==> src/rtl/bev_pkg.sv <==
package bev_pkg;
  localparam int EVT_N   = 3;
  localparam int IDX_PAR = 0;
  localparam int IDX_RST = 1;
  localparam int IDX_UDC = 2;
  typedef logic [EVT_N-1:0] evt_vec_t;
endpackage

==> src/rtl/bev_rst_edge.sv <==
module bev_rst_edge #(
  parameter int SYNC_STAGES = 2
) (
  input  logic clk,
  input  logic rst_n,
  input  logic line_raw,
  input  logic local_req,
  output logic edge_evt
);
  logic [SYNC_STAGES-1:0] sync_q;
  logic level, level_q;

  for (genvar g = 0; g < SYNC_STAGES; g++) begin : g_sync
    if (g == 0) begin : g_first
      always_ff @(posedge clk or negedge rst_n)
        if (!rst_n) sync_q[g] <= 1'b0;
        else        sync_q[g] <= line_raw;
    end else begin : g_next
      always_ff @(posedge clk or negedge rst_n)
        if (!rst_n) sync_q[g] <= 1'b0;
        else        sync_q[g] <= sync_q[g-1];
    end
  end

  // Either source of bus reset counts as one combined level
  assign level = sync_q[SYNC_STAGES-1] | local_req;

  always_ff @(posedge clk or negedge rst_n)
    if (!rst_n) level_q <= 1'b0;
    else        level_q <= level;

  assign edge_evt = level & ~level_q;

  // a held level yields one event only
  assert_single_pulse_R6: assert property (@(posedge clk) disable iff (!rst_n)
    edge_evt |=> !edge_evt);
endmodule

==> src/rtl/bev_disc_judge.sv <==
module bev_disc_judge #(
  parameter int             MSG_W     = 8,
  parameter logic [MSG_W-1:0] CODE_DISC = 8'h04,
  parameter logic [MSG_W-1:0] CODE_DONE = 8'h00
) (
  input  logic             clk,
  input  logic             rst_n,
  input  logic             is_initiator,
  input  logic             script_mode,
  input  logic [MSG_W-1:0] msg_byte,
  input  logic             msg_valid,
  input  logic             disc_evt,
  output logic             udc_evt
);
  logic expect_q;
  logic byte_ok;

  assign byte_ok = (msg_byte == CODE_DISC) || (msg_byte == CODE_DONE);

  // Record is consumed by a disconnect; a new byte in the same cycle wins
  always_ff @(posedge clk or negedge rst_n)
    if (!rst_n)         expect_q <= 1'b0;
    else if (msg_valid) expect_q <= byte_ok;
    else if (disc_evt)  expect_q <= 1'b0;

  assign udc_evt = disc_evt && is_initiator && (!script_mode || !expect_q);
endmodule

==> src/rtl/bev_status_reg.sv <==
module bev_status_reg
  import bev_pkg::*;
(
  input  logic     clk,
  input  logic     rst_n,
  input  evt_vec_t set_vec,
  input  logic     rd_clr,
  input  evt_vec_t mask,
  output evt_vec_t status,
  output logic     irq
);
  evt_vec_t status_q;

  always_ff @(posedge clk or negedge rst_n)
    if (!rst_n) status_q <= '0;
    else        status_q <= (rd_clr ? '0 : status_q) | set_vec;

  assign status = status_q;
  assign irq    = |(status_q & mask);

  assert_clear_all_R10: assert property (@(posedge clk) disable iff (!rst_n)
    (rd_clr && set_vec == '0) |=> (status == '0));

  for (genvar i = 0; i < EVT_N; i++) begin : g_chk
    assert_sticky_R11: assert property (@(posedge clk) disable iff (!rst_n)
      (status[i] && !rd_clr) |=> status[i]);
  end

  assert_irq_source_R9: assert property (@(posedge clk) disable iff (!rst_n)
    irq |-> ((status & mask) != '0));
endmodule

==> src/rtl/bus_event_irq.sv <==
module bus_event_irq
  import bev_pkg::*;
#(
  parameter int MSG_W       = 8,
  parameter int SYNC_STAGES = 2
) (
  input  logic             clk,
  input  logic             rst_n,
  input  logic             is_initiator,
  input  logic             script_mode,
  input  logic [MSG_W-1:0] msg_byte,
  input  logic             msg_valid,
  input  logic             disc_evt,
  input  logic             bus_rst_raw,
  input  logic             local_rst_req,
  input  logic             par_err,
  input  logic             par_chk_en,
  input  logic [EVT_N-1:0] irq_mask,
  input  logic             rd_clr,
  output logic [EVT_N-1:0] status,
  output logic             irq
);
  logic     udc_evt, rst_evt;
  evt_vec_t set_vec;

  bev_disc_judge #(.MSG_W(MSG_W)) u_judge (
    .clk(clk), .rst_n(rst_n), .is_initiator(is_initiator),
    .script_mode(script_mode), .msg_byte(msg_byte), .msg_valid(msg_valid),
    .disc_evt(disc_evt), .udc_evt(udc_evt));

  bev_rst_edge #(.SYNC_STAGES(SYNC_STAGES)) u_edge (
    .clk(clk), .rst_n(rst_n), .line_raw(bus_rst_raw),
    .local_req(local_rst_req), .edge_evt(rst_evt));

  always_comb begin
    set_vec          = '0;
    set_vec[IDX_UDC] = udc_evt;
    set_vec[IDX_RST] = rst_evt;
    set_vec[IDX_PAR] = par_err & par_chk_en;
  end

  bev_status_reg u_stat (
    .clk(clk), .rst_n(rst_n), .set_vec(set_vec), .rd_clr(rd_clr),
    .mask(irq_mask), .status(status), .irq(irq));

  assert_udc_initiator_R2: assert property (@(posedge clk) disable iff (!rst_n)
    $rose(status[IDX_UDC]) |-> $past(is_initiator && disc_evt));

  assert_par_gated_R8: assert property (@(posedge clk) disable iff (!rst_n)
    $rose(status[IDX_PAR]) |-> $past(par_err && par_chk_en));
endmodule

==> config.mk <==
export PLATFORM = sky130hd
export DESIGN_NAME = bus_event_irq
export DESIGN_NICKNAME = d
export VERILOG_FILES = /design/src/rtl/bev_pkg.sv /design/src/rtl/bev_rst_edge.sv /design/src/rtl/bev_disc_judge.sv /design/src/rtl/bev_status_reg.sv /design/src/rtl/bus_event_irq.sv
export SDC_FILE = /design/constraint.sdc
export NUM_CORES = 1
export LEC_CHECK = 0
export ABC_CLOCK_PERIOD_IN_PS = 1700
export BUFFER_PORTS_ARGS = -buffer_cell sky130_fd_sc_hd__buf_2
export CAP_MARGIN = 20
export CORE_AREA = 2 2 39 41
export DETAILED_ROUTE_END_ITERATION = 10
export DIE_AREA = 0 0 41 43
export SYNTH_ARGS = -nofsm -noshare
export SYNTH_HDL_FRONTEND = slang
export SYNTH_SLANG_ARGS = --single-unit
==> constraint.sdc <==
create_clock -name clk -period 1.7 [get_ports clk]
set_input_delay 0.085 -clock clk [delete_from_list [all_inputs] [get_ports clk]]
set_output_delay 0.085 -clock clk [all_outputs]
set_load 0.01 [all_outputs]
==> metrics.txt, run 1 <==
Worst Path Arrival=1.17 ns; main area contributors after synthesis=dfrtp_1 66%, a22o_1 6.6%, inv_1 4.3%; Reg power frac=a little under half; highest metal used=met3; wl on met1=282 um; Gate Count Post-Synth=20; routed via count=about 270; share of Yosys cell area claimed by the top area cell type=between 60 and 70%; 1st-iter DRT viols=9; vias per cell=4.08; post-route minimum period=around 1.3 ns; number of remaining DRC errors=0; clock root buffer=clkbuf_4; antenna viol nets, final=0; post-synthesis cell area=roughly 260 um^2; length of the first detailed-routing pass in iterations=4; fill count=143; outcome=finished clean; CP max FO=3; Seq cells post-synth=7; worst slew pin tran=0.268 ns; CTS tree=done; WL/cell=~10 um; Die Wd=41 um; layout cell share with drive strength beyond 1=56.0%; GPL Wtd Cong=between 0.5 and 0.6; combinational share of power=around 15%; clk buf depth=2; initial antenna violation count=0; Worst IR Drop VDD=0.000299 V; Area Growth Syn to Fin=70.6%; Slew HR=about 82%; final setup violating endpoints=0; Die Y=43 um; antenna diode count=0; CP max stage delay=0.38 ns; io pins=26; Max Clock Freq=0.797 GHz; largest net degree at the start of global routing=8; met3 wire length=127 um; Slowest cell on crit path=dfrtp_1; RSZ-0062 raised after global routing=false; Ys Warns=0; Clock H-tree levels=1; commonest cells after routing, fill and taps aside=24 x buf_2, 7 x dfrtp_1, 3 x inv_1, 3 x clkbuf_4; PwrDens=867 nW/um^2; number of global-route vias before repair=237; core area=about 1400 um^2; Final nets=73; Worst Path Class, Setup=reg -> out; switching power=just under 90 uW; number of buffers added for setup after CTS=0; leakage=0.244 nW; Hold Crit Class=in -> reg; required time worst endpoint=1.62 ns; syn avg cell area=13.2 um^2; Setup crit start kind=flop; Setup Skew=0.00257 ns; Tcrit/Tclk final=73.8%; maxcap violations=0; clk slew on worst S/H paths=0.05 ns; register area share after synthesis=66.4%; synth unique cells=11; Sw Share=between 20 and 25%; total global-route track usage=8.52%; Die ar.=1760 um^2; Final HPWL DP=~540 um; clock network power share=38.0%; Net Count, Synth=42; input/output buffers=24; Hold Vio Cnt, Final=0; Final Hold Slack=0.0577 ns; Initial Utilization=about a fifth; first-pass GRT wire length=924 um; Power Internal=302 uW; # clock sinks=7; Num CTS Buffers=3; commonest non-fill, non-tap cell in the layout=buf_2; area leader, netlist=dfrtp_1; final wirelength=666 um; Slew Limit Fails=0; crit-path cells=a222oi_1, inv_1, buf_2; setup TNS=0 ns; FP Rows=14; Skew-Pair Late Insertion Delay=about 0.25 ns; grt ovf=0; Crit. End Element=output pin; Detail Route met2 WL=between 200 and 300 um
==> worst paths after layout <==
path | slack [ns] | endpoint | start | cells after the start
worst min register to register | 0.35 | u_edge.sync_q[1] | u_edge.sync_q[0] | 0
worst max-delay path | 0.45 | irq | u_stat.status[0] | 3
worst min-delay path | 0.06 | u_edge.level_q | local_rst_req | 2
min in group asynchronous | 0.21 | u_stat.status[0] | rst_n | 2
worst max register to register | 0.82 | u_stat.status[1] | u_edge.sync_q[1] | 2
max in group asynchronous | 1.33 | u_stat.status[1] | rst_n | 2
==> per-stage QoR <==
step | utilization, % | std cells | power [mW] | cell area [um^2] | setup slack, ns
6_report | 32.5 | 66 | 0.390 | 450 | 0.445
5_1_grt | 32.5 | 66 | 0.417 | 450 | 0.358
3_3_place_gp | 29.2 | 60 | 0.240 | 404 | 0.711
3_5_place_dp | 29.2 | 60 | 0.243 | 404 | 0.700
4_1_cts | 32.5 | 66 | 0.402 | 450 | 0.423
2_1_floorplan | - | 20 | 0.204 | 264 | 0.776
==> critical path: cells and delay by family, from the launching register on <==
kind            cells  cell delay [ns]
buf+inv             2             0.21
compound gates      1             0.33
flops               1             0.38
==> synthesized netlist by cell type <==
master and count:
a222oi_1 1, nor3_1 1, a22o_1 2, nand2_1 1, nor3b_1 1, dfrtp_1 7, inv_1 3, a31o_1 1
a32o_1 1, or2_4 1, nor4_1 1
==> cells by family after synthesis <==
group | count (synthesis) | synth area share [%]
buffers and inverters | 3 | 4.27
and+or+nand+nor | 5 | 11.8
DFF | 7 | 66.4
AOI/OAI and AO/OA | 5 | 17.5
==> per-layer routing <==
layer | track usage [%] | up-vias
li1 | - | 134
met1 | 9.30 | 110
met2 | 11.3 | 25
met3 | 4.19 | 0
met4 | 8.00 | 0
met5 | 0 | -
==> power by group through the flow <==
stage / registers [mW] / logic, mW / clock network, mW
final: 0.183 / 0.0592 / 0.148
after global routing: 0.184 / 0.0659 / 0.167
after CTS: 0.183 / 0.0605 / 0.158
after detailed placement: 0.186 / 0.0569 / 0
after global placement: 0.185 / 0.0551 / 0
after floorplan: 0.188 / 0.0156 / 0
==> timing repair <==
item                                   in CTS  in global routing
endpoints found under the hold margin       8                  0
gates resized for setup                     0                  0
hold buffers                                2                  0
==> registers in the layout, indices dropped and copies added (netlist names) <==
register          flops
u_edge.level_q        1
u_stat.status         3
u_edge.sync_q         2
u_judge.expect_q      1
==> area by class of cell <==
cell class                 count  area (um^2)  area share, %
inverter                       3         11.3           2.50
tap                           16         20.0           4.44
timing repair buffer          26          140           31.1
sequential                     7          175           38.9
clock buffer                   4         26.3           5.83
multi-input combinational     10         77.6           17.2
No activity file was read; power rests on OpenSTA's default activity.
==> inputs of run 2 (changes only) <==
ABC_CLOCK_PERIOD_IN_PS = 1300   (was 1700)
clock period = 1.3 ns   (was 1.7 ns; I/O delays follow)
==> metrics.txt, run 2 (synthesized netlist as in run 1, its figures left out) <==
commonest non-fill, non-tap cell in the layout=buf_2; initial antenna violation count=0 (unchanged); Skew-Pair Late Insertion Delay=0.25 ns (about the same); PwrDens=1130 nW/um^2 (+30%); final wirelength=684 um (+2.7%); antenna viol nets, final=0 (unchanged); FF-to-FF Start=u_edge.sync_q[1]; CP max FO=3 (unchanged); Clock H-tree levels=1 (unchanged); largest net degree at the start of global routing=8 (unchanged); Die Wd=41 um (unchanged); Hold Crit Class=in -> reg; first-pass GRT wire length=931 um (+0.76%); Num CTS Buffers=3 (unchanged); Hold Path Origin=local_rst_req; maxcap violations=0 (unchanged); clk buf depth=2 (unchanged); Worst Path Class, Setup=reg -> out; Critical Path Start=u_stat.status[0]; Worst IR Drop VDD=0.000404 V (+35%); Hold Vio Cnt, Final=0 (unchanged); Setup Skew=0.00331 ns (+0.000745 ns); Die Y=43 um (unchanged); final setup violating endpoints=0 (unchanged); 1st-iter DRT viols=10 (+1); Crit. End Element=output pin; core area=1380 um^2 (unchanged); FP Rows=14 (unchanged); Area Growth Syn to Fin=73.5%; clock root buffer=clkbuf_4; required time worst endpoint=1.24 ns (-0.38 ns); Max Clock Freq=between 0.8 and 0.9 GHz; total global-route track usage=8.83% (+0.31 points); Final nets=74 (+1.4%); Final Power=515 uW (+32%); Initial Utilization=19.1% (unchanged); Tcrit/Tclk final=a little over nine tenths; RSZ-0062 raised after global routing=true; Die ar.=1760 um^2 (unchanged); length of the first detailed-routing pass in iterations=4 (unchanged); antenna diode count=0 (unchanged); crit-path cells=a222oi_1, inv_1, buf_2; CP max stage delay=0.39 ns (about the same); Slew HR=81.6% (-0.57 points); io pins=26 (unchanged); Final HPWL DP=537 um (-1.0%); number of remaining DRC errors=0 (unchanged); input/output buffers=24 (unchanged); WL/cell=10.2 um (+1.2%); outcome=finished clean; max FFs per register=3 (unchanged); Slowest cell on crit path=dfrtp_1; vias per cell=4.09 (+0.34%); setup TNS=0 ns (unchanged); commonest cells after routing, fill and taps aside=24 x buf_2, 7 x dfrtp_1, 3 x inv_1, 3 x clkbuf_4; grt ovf=0 (unchanged); Slew Limit Fails=0 (unchanged); number of global-route vias before repair=242 (+2.1%); worst slew pin tran=0.277 ns (+0.00850 ns); clk slew on worst S/H paths=0.05 ns (about the same); Worst Path Arrival=1.17 ns (about the same); leakage=0.249 nW (+2.1%); fill count=144 (+0.70%); layout cell share with drive strength beyond 1=56.9% (+0.86 points); routed via count=274 (+1.9%); # clock sinks=7 (unchanged); post-route minimum period=1.23 ns; GPL Wtd Cong=0.603 (+1.4%); Setup crit start kind=flop; CTS tree=done
==> run 2: routing by layer <==
metal | GRT usage, % | vias to the layer above | routed length (um)
met2 | 11.3 | 25 | 274
met4 | 8.00 | 0 | 0
met1 | 9.33 | 112 | 292
met3 | 5.76 | 0 | 117
li1 | - | 137 | -
met5 | 0 | - | 0
==> run 2: worst paths after layout <==
path	cells past startpoint	to	slack [ns]
min in group asynchronous	2	u_stat.status[2]	0.20
worst max-delay path	3	irq	0.07
worst min-delay path	2	u_edge.level_q	0.03
max in group asynchronous	2	u_edge.sync_q[0]	0.94
worst max register to register	2	u_stat.status[1]	0.42
worst min register to register	0	u_edge.sync_q[1]	0.35
==> run 2: metrics by stage <==
step	setup WS (ns)	util (%)	instance area, um^2	cells	hold slack (ns)
floorplan	0.396	-	264	20	-0.231
global placement	0.335	29.2	404	60	-0.0974
detailed placement	0.319	29.2	404	60	-0.0881
finish	0.0684	33.1	458	67	0.0328
global route	-0.0388	33.1	458	67	0.0362
CTS	0.0402	32.5	450	66	0.0273
==> run 2: repair_timing <==
action / CTS / global route
hold endpoints to repair: 8 / 0
gates resized for setup: 0 / 0
buffers inserted: 0 / 1
setup endpoints to repair: 0 / 1
hold buffers: 2 / 0
==> run 2: cell type report <==
class,count,area (um^2),share of cell area [%]
flip-flops and latches,7,175,38.3
repair buffers,27,148,32.2
multi-input cells,10,77.6,16.9
clock buffers,4,26.3,5.74
well taps,16,20.0,4.37
inverters,3,11.3,2.46
==> run 2: power by group <==
part	internal [mW]	switching (mW)	total [mW]
Combinational	0.0492	0.0333	0.0825
Clock	0.117	0.0772	0.194
Sequential	0.232	0.00710	0.239
Total	0.398	0.118	0.515
==> run 2: worst max-delay path: cells and delay by family, from the launching register on <==
family	cells	cell delay, ns
AOI/OAI and AO/OA	1	0.32
buffers and inverters	2	0.21
DFF	1	0.39
==> inputs of run 3 (changes only) <==
--- a/constraint.sdc
+++ b/constraint.sdc
@@ -3,2 +3,2 @@
 set_output_delay 0.065 -clock clk [all_outputs]
-set_load 0.01 [all_outputs]
+set_load 0.05 [all_outputs]
==> metrics.txt, run 3 (synthesized netlist as in run 1, its figures left out) <==
outcome=finished clean; Die Wd=41 um (unchanged); Initial Utilization=19.1% (unchanged); Worst R2R Setup Slack=0.41 ns (about the same); dpl cells=60 (unchanged); setup TNS=0 ns (unchanged); required time worst endpoint=1.24 ns (about the same); Slew HR=81.0% (-0.61 points); Num CTS Buffers=3 (unchanged); layout cell share with drive strength beyond 1=56.0% (-0.86 points); clk slew on worst S/H paths=0.05 ns (about the same); antenna diode count=0 (unchanged); Final HPWL DP=527 um (-1.7%); Final nets=73 (-1.4%); worst slew pin tran=0.286 ns (+0.00916 ns); antenna viol nets, final=0 (unchanged); Worst Path Arrival=1.21 ns (+0.04 ns); FP Rows=14 (unchanged); Slew Limit Fails=0 (unchanged); Skew-Pair Late Insertion Delay=0.25 ns (about the same); combinational share of power=22.0% (+6.0 points); Reg2Reg Depth=2 (unchanged); Reg power frac=43.1% (-3.2 points); pre-CTS WS=0.244 ns (-0.0747 ns); WL/cell=9.70 um (-5.0%); post-route minimum period=1.27 ns (+0.0403 ns); vias per cell=4.24 (+3.7%); Sw Share=27.9% (+5.1 points); first-pass GRT wire length=938 um (+0.75%); Area Growth Syn to Fin=73.0%; commonest non-fill, non-tap cell in the layout=buf_2; number of global-route vias before repair=268 (+11%); Max Clock Freq=0.786 GHz (-3.2%); final setup violating endpoints=0 (unchanged); Hold Path Origin=local_rst_req; Setup Skew=0.00138 ns (-0.00193 ns); FF-to-FF Start=u_edge.sync_q[1]; Final Power=554 uW (+7.6%); Die Y=43 um (unchanged); Tcrit/Tclk final=97.8% (+3.1 points); final wirelength=640 um (-6.4%); Worst IR Drop VDD=0.000337 V (-17%); crit-path cells=a222oi_1, inv_1, buf_6; initial antenna violation count=0 (unchanged); Critical Path Start=u_stat.status[0]; Slowest cell on crit path=dfrtp_1; worst r2r dst=u_stat.status[1]; # clock sinks=7 (unchanged); RSZ-0062 raised after global routing=true; clock root buffer=clkbuf_4; input/output buffers=24 (unchanged); core area=1380 um^2 (unchanged); length of the first detailed-routing pass in iterations=4 (unchanged); PwrDens=1210 nW/um^2 (+7.9%); max FFs per register=3 (unchanged); commonest cells after routing, fill and taps aside=23 x buf_2, 7 x dfrtp_1, 3 x inv_1, 3 x clkbuf_4; number of buffers added for setup after CTS=0 (unchanged); grt ovf=0 (unchanged); Power Internal=399 uW (+0.40%); crit path to=irq; clk buf depth=2 (unchanged); GPL Wtd Cong=0.591 (-2.0%); Worst Path Class, Setup=reg -> out; number of remaining DRC errors=0 (unchanged); Clock H-tree levels=1 (unchanged); CP max stage delay=0.38 ns (about the same); switching power=155 uW (+32%); Hold Vio Cnt, Final=0 (unchanged); total global-route track usage=8.59% (-0.25 points); routed via count=280 (+2.2%); Crit. End Element=output pin; clock network power share=34.9% (-2.8 points); Final Hold Slack=0.0365 ns (+0.00371 ns); maxcap violations=0 (unchanged); Hold Crit Class=in -> reg; CP max FO=3 (unchanged); Setup crit start kind=flop; largest net degree at the start of global routing=8 (unchanged); CTS tree=done; setup ws final=0.0281 ns (-0.0403 ns); io pins=26 (unchanged); Die ar.=1760 um^2 (unchanged); leakage=0.246 nW (-1.2%); fin cells=66 (-1.5%); 1st-iter DRT viols=8 (-2)
==> run 3: metrics by stage <==
| stage | utilization [%] | cell area (um^2) |
|---|---|---|
| after CTS | 33.0 | 457 |
| after detailed placement | 29.2 | 404 |
| after global placement | 29.2 | 404 |
| after floorplan | - | 264 |
| final | 33.0 | 457 |
| after global routing | 33.0 | 457 |
==> run 3: repair_timing <==
item,4_1_cts,5_1_grt
hold buffers,2,0
pin swaps,1,0
resized for setup,2,0
endpoints found under the setup margin,1,1
hold endpoints to repair,8,0
==> run 3: critical path, delay by kind of cell (launching register included) <==
kind,cells,cell delay [ns]
AO/OA/AOI/OAI,1,0.33
flip-flops,1,0.38
buffers and inverters,2,0.25
==> run 3: routing by layer <==
| metal | wire [um] | share of wire (%) | vias to the layer above | track usage, % |
|---|---|---|---|---|
| met3 | 115 | 18 | 0 | 6.81 |
| met4 | 0 | 0 | 0 | 4.00 |
| li1 | - | - | 136 | - |
| met1 | 282 | 44 | 119 | 8.52 |
| met2 | 243 | 38 | 25 | 12.5 |
| met5 | 0 | 0 | - | 0 |
==> run 3: worst min-delay path by stage <==
stage	depth (start not counted)	to
global placement	1	u_stat.status[0]
global route	2	u_edge.level_q
CTS	2	u_edge.level_q
floorplan	0	u_edge.level_q
finish	2	u_edge.level_q
detailed placement	1	u_stat.status[0]
==> run 3: power by group through the flow <==
stage                     registers, mW  clock network, mW  logic [mW]
after floorplan                   0.272                  0      0.0327
after global placement            0.242                  0       0.111
after detailed placement          0.243                  0       0.113
after CTS                         0.239              0.209       0.123
after global routing              0.241              0.220       0.132
final                             0.239              0.193       0.122
==> run 3: area by class of cell <==
type	instances	area, um^2
flip-flops and latches	7	175
well taps	16	20.0
repair buffers	26	146
inverters	3	11.3
multi-input cells	10	77.6
clock buffers	4	26.3
fillers	149	927
